File: src/rtl/kp_irq_pkg.sv
package kp_irq_pkg;
  localparam int DATA_W  = 8;
  localparam int ADDR_W  = 2;
  localparam int NUM_SRC = 5;

  typedef enum logic [ADDR_W-1:0] {
    REG_SEL  = 2'd0,
    REG_FLAG = 2'd1,
    REG_EN   = 2'd2,
    REG_NONE = 2'd3
  } reg_addr_e;

  localparam int SRC_VBL  = 0;
  localparam int SRC_STAT = 1;
  localparam int SRC_TMR  = 2;
  localparam int SRC_SER  = 3;
  localparam int SRC_KEY  = 4;
endpackage

File: src/rtl/kp_matrix_sel.sv
module kp_matrix_sel #(
  parameter int BTN_W = 8
) (
  input  logic               clk,
  input  logic               rst_n,
  input  logic               sel_we,
  input  logic [1:0]         sel_wdata,
  input  logic [BTN_W-1:0]   btn_n,
  output logic [1:0]         sel_q,
  output logic [BTN_W/2-1:0] nib_q,
  output logic               key_fall
);
  localparam int HALF = BTN_W / 2;

  logic [1:0]      sel_d;
  logic [HALF-1:0] nib_d;
  logic [HALF-1:0] lo_half;
  logic [HALF-1:0] hi_half;

  assign lo_half = btn_n[HALF-1:0];
  assign hi_half = btn_n[BTN_W-1:HALF];

  always_comb begin
    sel_d = sel_we ? sel_wdata : sel_q;
    unique case (sel_d)
      2'b10:   nib_d = lo_half;
      2'b01:   nib_d = hi_half;
      2'b00:   nib_d = lo_half & hi_half;
      default: nib_d = '1;
    endcase
  end

  // any line that was high and is about to go low
  assign key_fall = |(nib_q & ~nib_d);

  always_ff @(posedge clk) begin
    if (!rst_n) begin
      sel_q <= 2'b00;
      nib_q <= '1;
    end else begin
      sel_q <= sel_d;
      nib_q <= nib_d;
    end
  end
endmodule

File: src/rtl/kp_irq_flags.sv
module kp_irq_flags #(
  parameter int NSRC = 5,
  parameter int DW   = 8
) (
  input  logic            clk,
  input  logic            rst_n,
  input  logic            flag_we,
  input  logic            en_we,
  input  logic [DW-1:0]   wdata,
  input  logic [NSRC-1:0] src_set,
  output logic [NSRC-1:0] flag_q,
  output logic [DW-1:0]   en_q,
  output logic            irq_q
);
  logic [NSRC-1:0] flag_d;
  logic [DW-1:0]   en_d;

  // per-source next state: a set from the source dominates a write
  for (genvar i = 0; i < NSRC; i++) begin : g_src
    assign flag_d[i] = src_set[i] | (flag_we ? wdata[i] : flag_q[i]);
  end

  assign en_d = en_we ? wdata : en_q;

  always_ff @(posedge clk) begin
    if (!rst_n) begin
      flag_q <= '0;
      en_q   <= '0;
      irq_q  <= 1'b0;
    end else begin
      flag_q <= flag_d;
      en_q   <= en_d;
      irq_q  <= |(flag_d & en_d[NSRC-1:0]);
    end
  end
endmodule

File: src/rtl/keypad_irq_ctrl.sv
module keypad_irq_ctrl
  import kp_irq_pkg::*;
#(
  parameter int BTN_W = 8
) (
  input  logic              clk,
  input  logic              rst_n,
  input  logic              wr_en,
  input  logic [ADDR_W-1:0] wr_addr,
  input  logic [DATA_W-1:0] wr_data,
  input  logic [ADDR_W-1:0] rd_addr,
  output logic [DATA_W-1:0] rd_data,
  input  logic [BTN_W-1:0]  btn_n,
  input  logic              vblank_evt,
  input  logic              lcd_stat_evt,
  input  logic              timer_evt,
  input  logic              serial_evt,
  output logic              irq_req
);
  localparam int HALF    = BTN_W / 2;
  localparam int SEL_PAD = DATA_W - 2 - HALF;
  localparam int FLG_PAD = DATA_W - NUM_SRC;

  logic [1:0]         sel_bits;
  logic [HALF-1:0]    key_nib;
  logic               key_fall;
  logic [NUM_SRC-1:0] src_set;
  logic [NUM_SRC-1:0] flag_bits;
  logic [DATA_W-1:0]  en_bits;
  logic               sel_we, flag_we, en_we;

  assign sel_we  = wr_en && (wr_addr == REG_SEL);
  assign flag_we = wr_en && (wr_addr == REG_FLAG);
  assign en_we   = wr_en && (wr_addr == REG_EN);

  always_comb begin
    src_set           = '0;
    src_set[SRC_VBL]  = vblank_evt;
    src_set[SRC_STAT] = lcd_stat_evt;
    src_set[SRC_TMR]  = timer_evt;
    src_set[SRC_SER]  = serial_evt;
    src_set[SRC_KEY]  = key_fall;
  end

  kp_matrix_sel #(.BTN_W(BTN_W)) u_matrix (
    .clk      (clk),
    .rst_n    (rst_n),
    .sel_we   (sel_we),
    .sel_wdata(wr_data[HALF+1:HALF]),
    .btn_n    (btn_n),
    .sel_q    (sel_bits),
    .nib_q    (key_nib),
    .key_fall (key_fall)
  );

  kp_irq_flags #(.NSRC(NUM_SRC), .DW(DATA_W)) u_flags (
    .clk    (clk),
    .rst_n  (rst_n),
    .flag_we(flag_we),
    .en_we  (en_we),
    .wdata  (wr_data),
    .src_set(src_set),
    .flag_q (flag_bits),
    .en_q   (en_bits),
    .irq_q  (irq_req)
  );

  always_comb begin
    unique case (rd_addr)
      REG_SEL:  rd_data = {{SEL_PAD{1'b1}}, sel_bits, key_nib};
      REG_FLAG: rd_data = {{FLG_PAD{1'b1}}, flag_bits};
      REG_EN:   rd_data = en_bits;
      default:  rd_data = '1;
    endcase
  end
endmodule

File: config.mk
export PLATFORM = sky130hd
export DESIGN_NAME = keypad_irq_ctrl
export DESIGN_NICKNAME = d
export VERILOG_FILES = /design/src/rtl/kp_irq_pkg.sv /design/src/rtl/kp_matrix_sel.sv /design/src/rtl/kp_irq_flags.sv /design/src/rtl/keypad_irq_ctrl.sv
export SDC_FILE = /design/constraint.sdc
export NUM_CORES = 1
export LEC_CHECK = 0
export BUFFER_PORTS_ARGS = -buffer_cell sky130_fd_sc_hd__buf_2
export CORE_ASPECT_RATIO = 1.75
export CORE_MARGIN = 2
export CORE_UTILIZATION = 42
export CTS_CLUSTER_DIAMETER = 50
export DETAILED_ROUTE_END_ITERATION = 12
export GPL_TIMING_DRIVEN = 0
export PLACE_DENSITY_LB_ADDON = 0.12
export SLEW_MARGIN = 0
export SYNTH_ARGS = -nofsm -noshare
export SYNTH_HDL_FRONTEND = slang
export SYNTH_SLANG_ARGS = --single-unit
File: constraint.sdc
create_clock -name clk -period 1.7 [get_ports clk]
set_clock_uncertainty 0.05 [all_clocks]
set_input_delay 0.17 -clock clk [delete_from_list [all_inputs] [get_ports clk]]
set_output_delay 0.17 -clock clk [all_outputs]
set_load 0.01 [all_outputs]
==> results_dict.tcl, run 1 <==
set metrics [dict create \
    drc_errors 0 \
    syn-cell-area_um2 1127 \
    start_util_pct 44.69 \
    grt_max_degree 11 \
    vias 1070 \
    die_h_um 72.54 \
    synth_warnings 0 \
    n_antenna_cell 0 \
    grt_pass1_wl_mm 4.940 \
    vias_per_cell 5.661 \
    cp-end-kind "output port" \
    fillers 242 \
    cts-root-buf "clkbuf_8" \
    total_power_mw 1.042 \
    cts_made_buffers 3 \
    fp.dieW_um 43.17 \
    startpoint "rd_addr[1]" \
    fmax_mhz 648.4 \
    syn_avg_cell_area_um2 8.947 \
    area_growth_pct 21.64 \
    path_max_fanout 10 \
    maxCapViolations 0 \
    htreeDepth 1 \
    totalWireLength_mm 2.866 \
    grt_antenna_before_repair 0 \
    clock_sinks 20 \
    required_ps 1480 \
    ys_types 29 \
    hp-start "btn_n[0]" \
    syn-instance-count 126 \
    post-route-period-util_pct 90.72 \
    cts_buffer_depth 2 \
    grt_util_all_layers_pct 20.45 \
    tns_ps 0 \
    critPathKind "in -> out" \
    power.leakage_nw 0.5659 \
    vdd_drop_max_v 0.0005283 \
    worstSkewPairLatency_ps 260 \
    drive_gt1_share_pct 34.36 \
    relSlewSlack_pct 66.91 \
    cts_setup_buffers 0 \
    worstMarginPinSlew_ps 496.4 \
    maxSlewViolCount 0 \
    worstPathArrival_ps 1320 \
    grt-ovfl-total 0 \
    die_area_um2 3131 \
    synth_seq_cells 20 \
    num-nets-final 192 \
    cts-hold-fix-buffers 0 \
    clk_pin_slew_ps 70 \
    multi_input_area_um2 681.9 \
    wl_per_cell_um 15.16 \
    reg2reg_from "u_matrix.sel_q[1]" \
    io_pins 36 \
    holdWs_ps 86.98 \
    rsz0062_at_grt "no" \
    first_global_vias 1128 \
    finalSetupViolCount 0 \
    row_count 24 \
    place_congestion 0.8271 \
    hold_violations 0 \
    synth_fp_nets 153 \
    drt_first_pass_iters 4 \
    seq_area_um2 400.4 \
    hp-class "in -> reg" \
    port_buffers 34 \
    cts_resized 0 \
    power_density_nw_per_um2 759.9 \
    period_needed_ps 1542 \
    post-dp-hpwl_mm 2.266 \
    startpoint_type "input pin" \
    ant_nets 0 \
    status "complete, no violations" \
    cts_tree "built" \
    seq_area_frac_synth_pct 35.52 \
    core_area_um2 2522 \
    drt_iter0_drc 22 \
]
## cell type report
cell class                      count  share of cell area (%)
Tap cell                           26                   2.372
Timing Repair Buffer               34                   12.41
Multi-Input combinational cell     96                   49.73
Buffer                              8                   2.737
Inverter                            2                  0.5474
Clock buffer                        3                   3.011
Sequential cell                    20                   29.20
## critical path, cell delays in order
cell      delay [ps]
buf_2            100
clkbuf_1         360
mux2_2           390
o22a_1           170
buf_2            140
## where the power goes
part           switching, mW  internal [mW]  leakage (nW)
registers             0.0168          0.496         0.165
logic                  0.106          0.109         0.379
clock network          0.156          0.158        0.0216
## kinds of logic (layout without fill, tap and decap cells)
family,count (synthesis),after routing,synth area share [%]
AO/OA/AOI/OAI,46,46,32.19
AND/OR/NAND/NOR,41,41,19.31
flip-flops,20,20,35.52
buffers and inverters,10,47,3.996
multiplexers,9,9,8.990
## per-layer routing
| layer | up-vias | GRT usage (%) | wire [µm] |
|---|---|---|---|
| li1 | 546 | - | - |
| met1 | 493 | 21.76 | 1203 |
| met2 | 26 | 39.64 | 1517 |
| met3 | 5 | 2.239 | 94 |
| met4 | 0 | 7.071 | 51 |
| met5 | - | 0 | 0 |
## metrics by stage
| stage | util (%) | setup slack, ps | cell area, µm² | std cells |
|---|---|---|---|---|
| floorplan | - | 282.6 | 1127 | 126 |
| global placement | 52.73 | -87.48 | 1330 | 186 |
| CTS | 54.37 | 149.2 | 1371 | 189 |
| global route | 54.37 | 60.48 | 1371 | 189 |
| detailed placement | 52.73 | -81.51 | 1330 | 186 |
| finish | 54.37 | 157.8 | 1371 | 189 |
## synthesized netlist by cell type, drive strengths merged
cell type | instances | area [µm²]
a211oi | 6 | 45.04
and3b | 1 | 10.01
o21a | 8 | 60.06
a22o | 1 | 10.01
nand4 | 2 | 12.51
or3b | 3 | 26.28
dfxtp | 20 | 400.4
mux2 | 9 | 101.4
o221ai | 4 | 35.03
a211o | 1 | 8.760
nor2b | 1 | 6.260
nand3b | 2 | 15.01
buf | 1 | 11.26
and4bb | 2 | 25.02
nand2b | 1 | 6.260
o22ai | 1 | 6.260
a21boi | 8 | 60.06
o22a | 5 | 43.79
nand2 | 22 | 82.58
a21oi | 1 | 5.000
inv | 2 | 7.510
a21o | 2 | 17.52
clkbuf | 7 | 26.28
o21ai | 7 | 35.03
a2111oi | 1 | 27.53
nor2 | 4 | 15.01
and2 | 3 | 18.77
a311oi | 1 | 8.760
## placed cells by master (no fill, tap or decap), types with 3 or more instances in the layout
cell and count:
o21ai_0 7, o221ai_1 4, nand2_1 22, a211oi_1 6
clkbuf_8 3, and2_1 3, mux2_2 9, o22a_1 5
buf_2 34, a21boi_0 8, dfxtp_1 20, nor2_1 4
clkbuf_1 7, o21a_1 8
## sequential cells by signal, indices dropped and copies added, names as in the netlist
| register | flops |
|---|---|
| u_flags.irq_q | 1 |
| u_matrix.sel_q | 2 |
| u_flags.flag_q | 5 |
| u_flags.en_q | 8 |
| u_matrix.nib_q | 4 |
## worst paths after layout
check	to	slack [ps]	cells past startpoint
worst max register to register	u_flags.irq_q	260	4
worst max-delay path	rd_data[2]	160	5
worst min register to register	u_flags.en_q[6]	410	2
worst min-delay path	u_matrix.nib_q[0]	90	3
No activity file was read; power rests on OpenSTA's default activity.
==> run 2, diff against run 1 <==
--- a/config.mk
+++ b/config.mk
@@ -7,7 +7,7 @@
 export LEC_CHECK = 0
 export BUFFER_PORTS_ARGS = -buffer_cell sky130_fd_sc_hd__buf_2
 export CORE_ASPECT_RATIO = 1.75
-export CORE_MARGIN = 2
+export CORE_MARGIN = 10
 export CORE_UTILIZATION = 42
 export CTS_CLUSTER_DIAMETER = 50
 export DETAILED_ROUTE_END_ITERATION = 12
==> run 2 against run 1 <==
Sequential share of layout area shrank 0.63 points; highest routed layer unchanged; setup slack worse by 4.7 ps; cell count rose by 0.53%; critical path depth down 1; final area up 2.2%; clock power rose by 52%.
==> results_dict.tcl, run 2 (synthesis results as in run 1) <==
set metrics [dict create \
    power_density_nw_per_um2 859.1 \
    critPathKind "reg -> reg" \
    cp-end-kind "flop" \
    hp-class "in -> reg" \
    r2r-end "u_flags.irq_q" \
    drt_first_pass_iters 4 \
    io_pins 36 \
    hold_depth 3 \
    die_area_um2 5238 \
    p_int_uw 918.7 \
    fmax_mhz 646.5 \
    clock_sinks 20 \
    core_area_um2 2522 \
    maxSlewViolCount 0 \
    worstSkewPairLatency_ps 260 \
    cts_setup_buffers 0 \
    totalWireLength_mm 3.155 \
    cts-root-buf "clkbuf_8" \
    vias 1090 \
    fillers 252 \
    grt_util_all_layers_pct 12.82 \
    row_count 24 \
    die_h_um 88.54 \
    tns_ps 0 \
    post-route-period-util_pct 90.99 \
    top_register "u_flags.en_q" \
    worstPathArrival_ps 1660 \
    ant_nets 0 \
    place_congestion 0.8229 \
    cts_resized 0 \
    first_global_vias 1200 \
    clk_pin_slew_ps 80 \
    clock_power_share_pct 39.6 \
    hold_end "u_matrix.nib_q[0]" \
    vdd_drop_max_v 0.0007279 \
    drc_errors 0 \
    cpMaxStageDelayCell "dfxtp_1" \
    finalSetupViolCount 0 \
    num-nets-final 192 \
    final_common_cell "buf_2" \
    power_frac_seq_pct 42.6 \
    htreeDepth 1 \
    cts_buffer_depth 2 \
    rsz0062_at_grt "no" \
    cts_tree "built" \
    crit_family "compound AO/OA/AOI/OAI gates" \
    fp.dieW_um 59.17 \
    wl_per_cell_um 16.61 \
    grt_pass1_wl_mm 5.513 \
    slowest_delay_ps 490 \
    power.switching_uw 285.2 \
    drive_gt1_share_pct 34.76 \
    path_max_fanout 6 \
    cts-hold-fix-buffers 0 \
    rrSetupSlack_ps 150 \
    period_needed_ps 1547 \
    largest_reg_flops 8 \
    cts_made_buffers 3 \
    drt_iter0_drc 27 \
    reg2reg_from "u_matrix.sel_q[1]" \
    startpoint_type "flop" \
    power.leakage_nw 0.5800 \
    area_growth_pct 24.31 \
    placed_area_um2 1330 \
    vias_per_cell 5.737 \
    switching_share_pct 23.69 \
    hold_violations 0 \
    layout_common_cells "34 x buf_2, 22 x nand2_1, 20 x dfxtp_1" \
    relSlewSlack_pct 67.21 \
    grt_antenna_before_repair 0 \
    fin_area_um2 1401 \
    worstMarginPinSlew_ps 491.8 \
    status "complete, no violations" \
    maxCapViolations 0 \
    post-dp-hpwl_mm 2.612 \
    grt-ovfl-total 0 \
    n_antenna_cell 0 \
    worstPathCellList "a2111oi_4 > a311oi_1 > nand4_1 > a22o_2" \
    grt_max_degree 13 \
    port_buffers 34 \
    start_util_pct 44.69 \
    top_regs "u_flags.en_q (8), u_flags.flag_q (5), u_matrix.nib_q (4)" \
    required_ps 1810 \
    power_frac_comb_pct 17.9 \
    reg2regPathDepth 4 \
    hp-start "btn_n[0]" \
    path_buf_inv 0 \
]
run 2: changes by cell type in the layout (fill, tap and decap cells not counted), sizes merged:
cell / delta
bufinv: +1
run 2: routing by layer:
metal / track usage, % / share of wire (%)
met5: 0 / 0
met4: 4.612 / 1.2
met3: 3.874 / 6.1
met2: 24.18 / 54
met1: 12.46 / 38
run 2: power groups by stage:
stage	Sequential (mW)	Combinational [mW]	Clock, mW
final	0.513	0.215	0.476
after floorplan	0.520	0.133	0
after global placement	0.522	0.213	0
after global routing	0.517	0.240	0.508
after detailed placement	0.524	0.218	0
after CTS	0.513	0.218	0.485
run 2: through the flow:
stage | cells | total power, mW | util (%) | setup WS, ps | hold slack, ps
3_5_place_dp | 186 | 0.7415 | 52.73 | -104.2 | 352.9
2_1_floorplan | 126 | 0.6525 | - | 282.6 | 243.8
5_1_grt | 190 | 1.265 | 55.56 | 65.46 | 98.56
3_3_place_gp | 186 | 0.7347 | 52.73 | -59.92 | 348.4
6_report | 190 | 1.204 | 55.56 | 153.1 | 78.41
4_1_cts | 190 | 1.216 | 55.56 | 145.5 | 78.71
run 2: worst max-delay path by stage:
stage                                 start             to  slack (ps)  depth (start not counted)
final                     u_matrix.sel_q[1]  u_flags.irq_q         150                          4
after global routing      u_matrix.sel_q[1]  u_flags.irq_q          70                          4
after CTS                 u_matrix.sel_q[1]  u_flags.irq_q         150                          4
after detailed placement         wr_addr[1]  u_flags.irq_q        -100                          7
after global placement           wr_addr[1]  u_flags.irq_q         -60                          7
after floorplan                  wr_addr[0]  u_flags.irq_q         280                          6
run 2: area by class of cell:
type | instances | area (µm²) | share of cell area, %
tap | 26 | 32.53 | 2.321
multi-input combinational | 96 | 681.9 | 48.66
clock buffer | 3 | 41.29 | 2.946
timing repair buffer | 34 | 170.2 | 12.14
buffer | 8 | 37.54 | 2.679
clock inverter | 1 | 30.03 | 2.143
sequential | 20 | 400.4 | 28.57
inverter | 2 | 7.507 | 0.5357
run 2: worst register-to-register path, delay by kind of cell (launching register included):
| kind | cells | cell delay [ps] |
|---|---|---|
| simple gates | 1 | 200 |
| compound gates | 3 | 700 |
| flops | 1 | 490 |
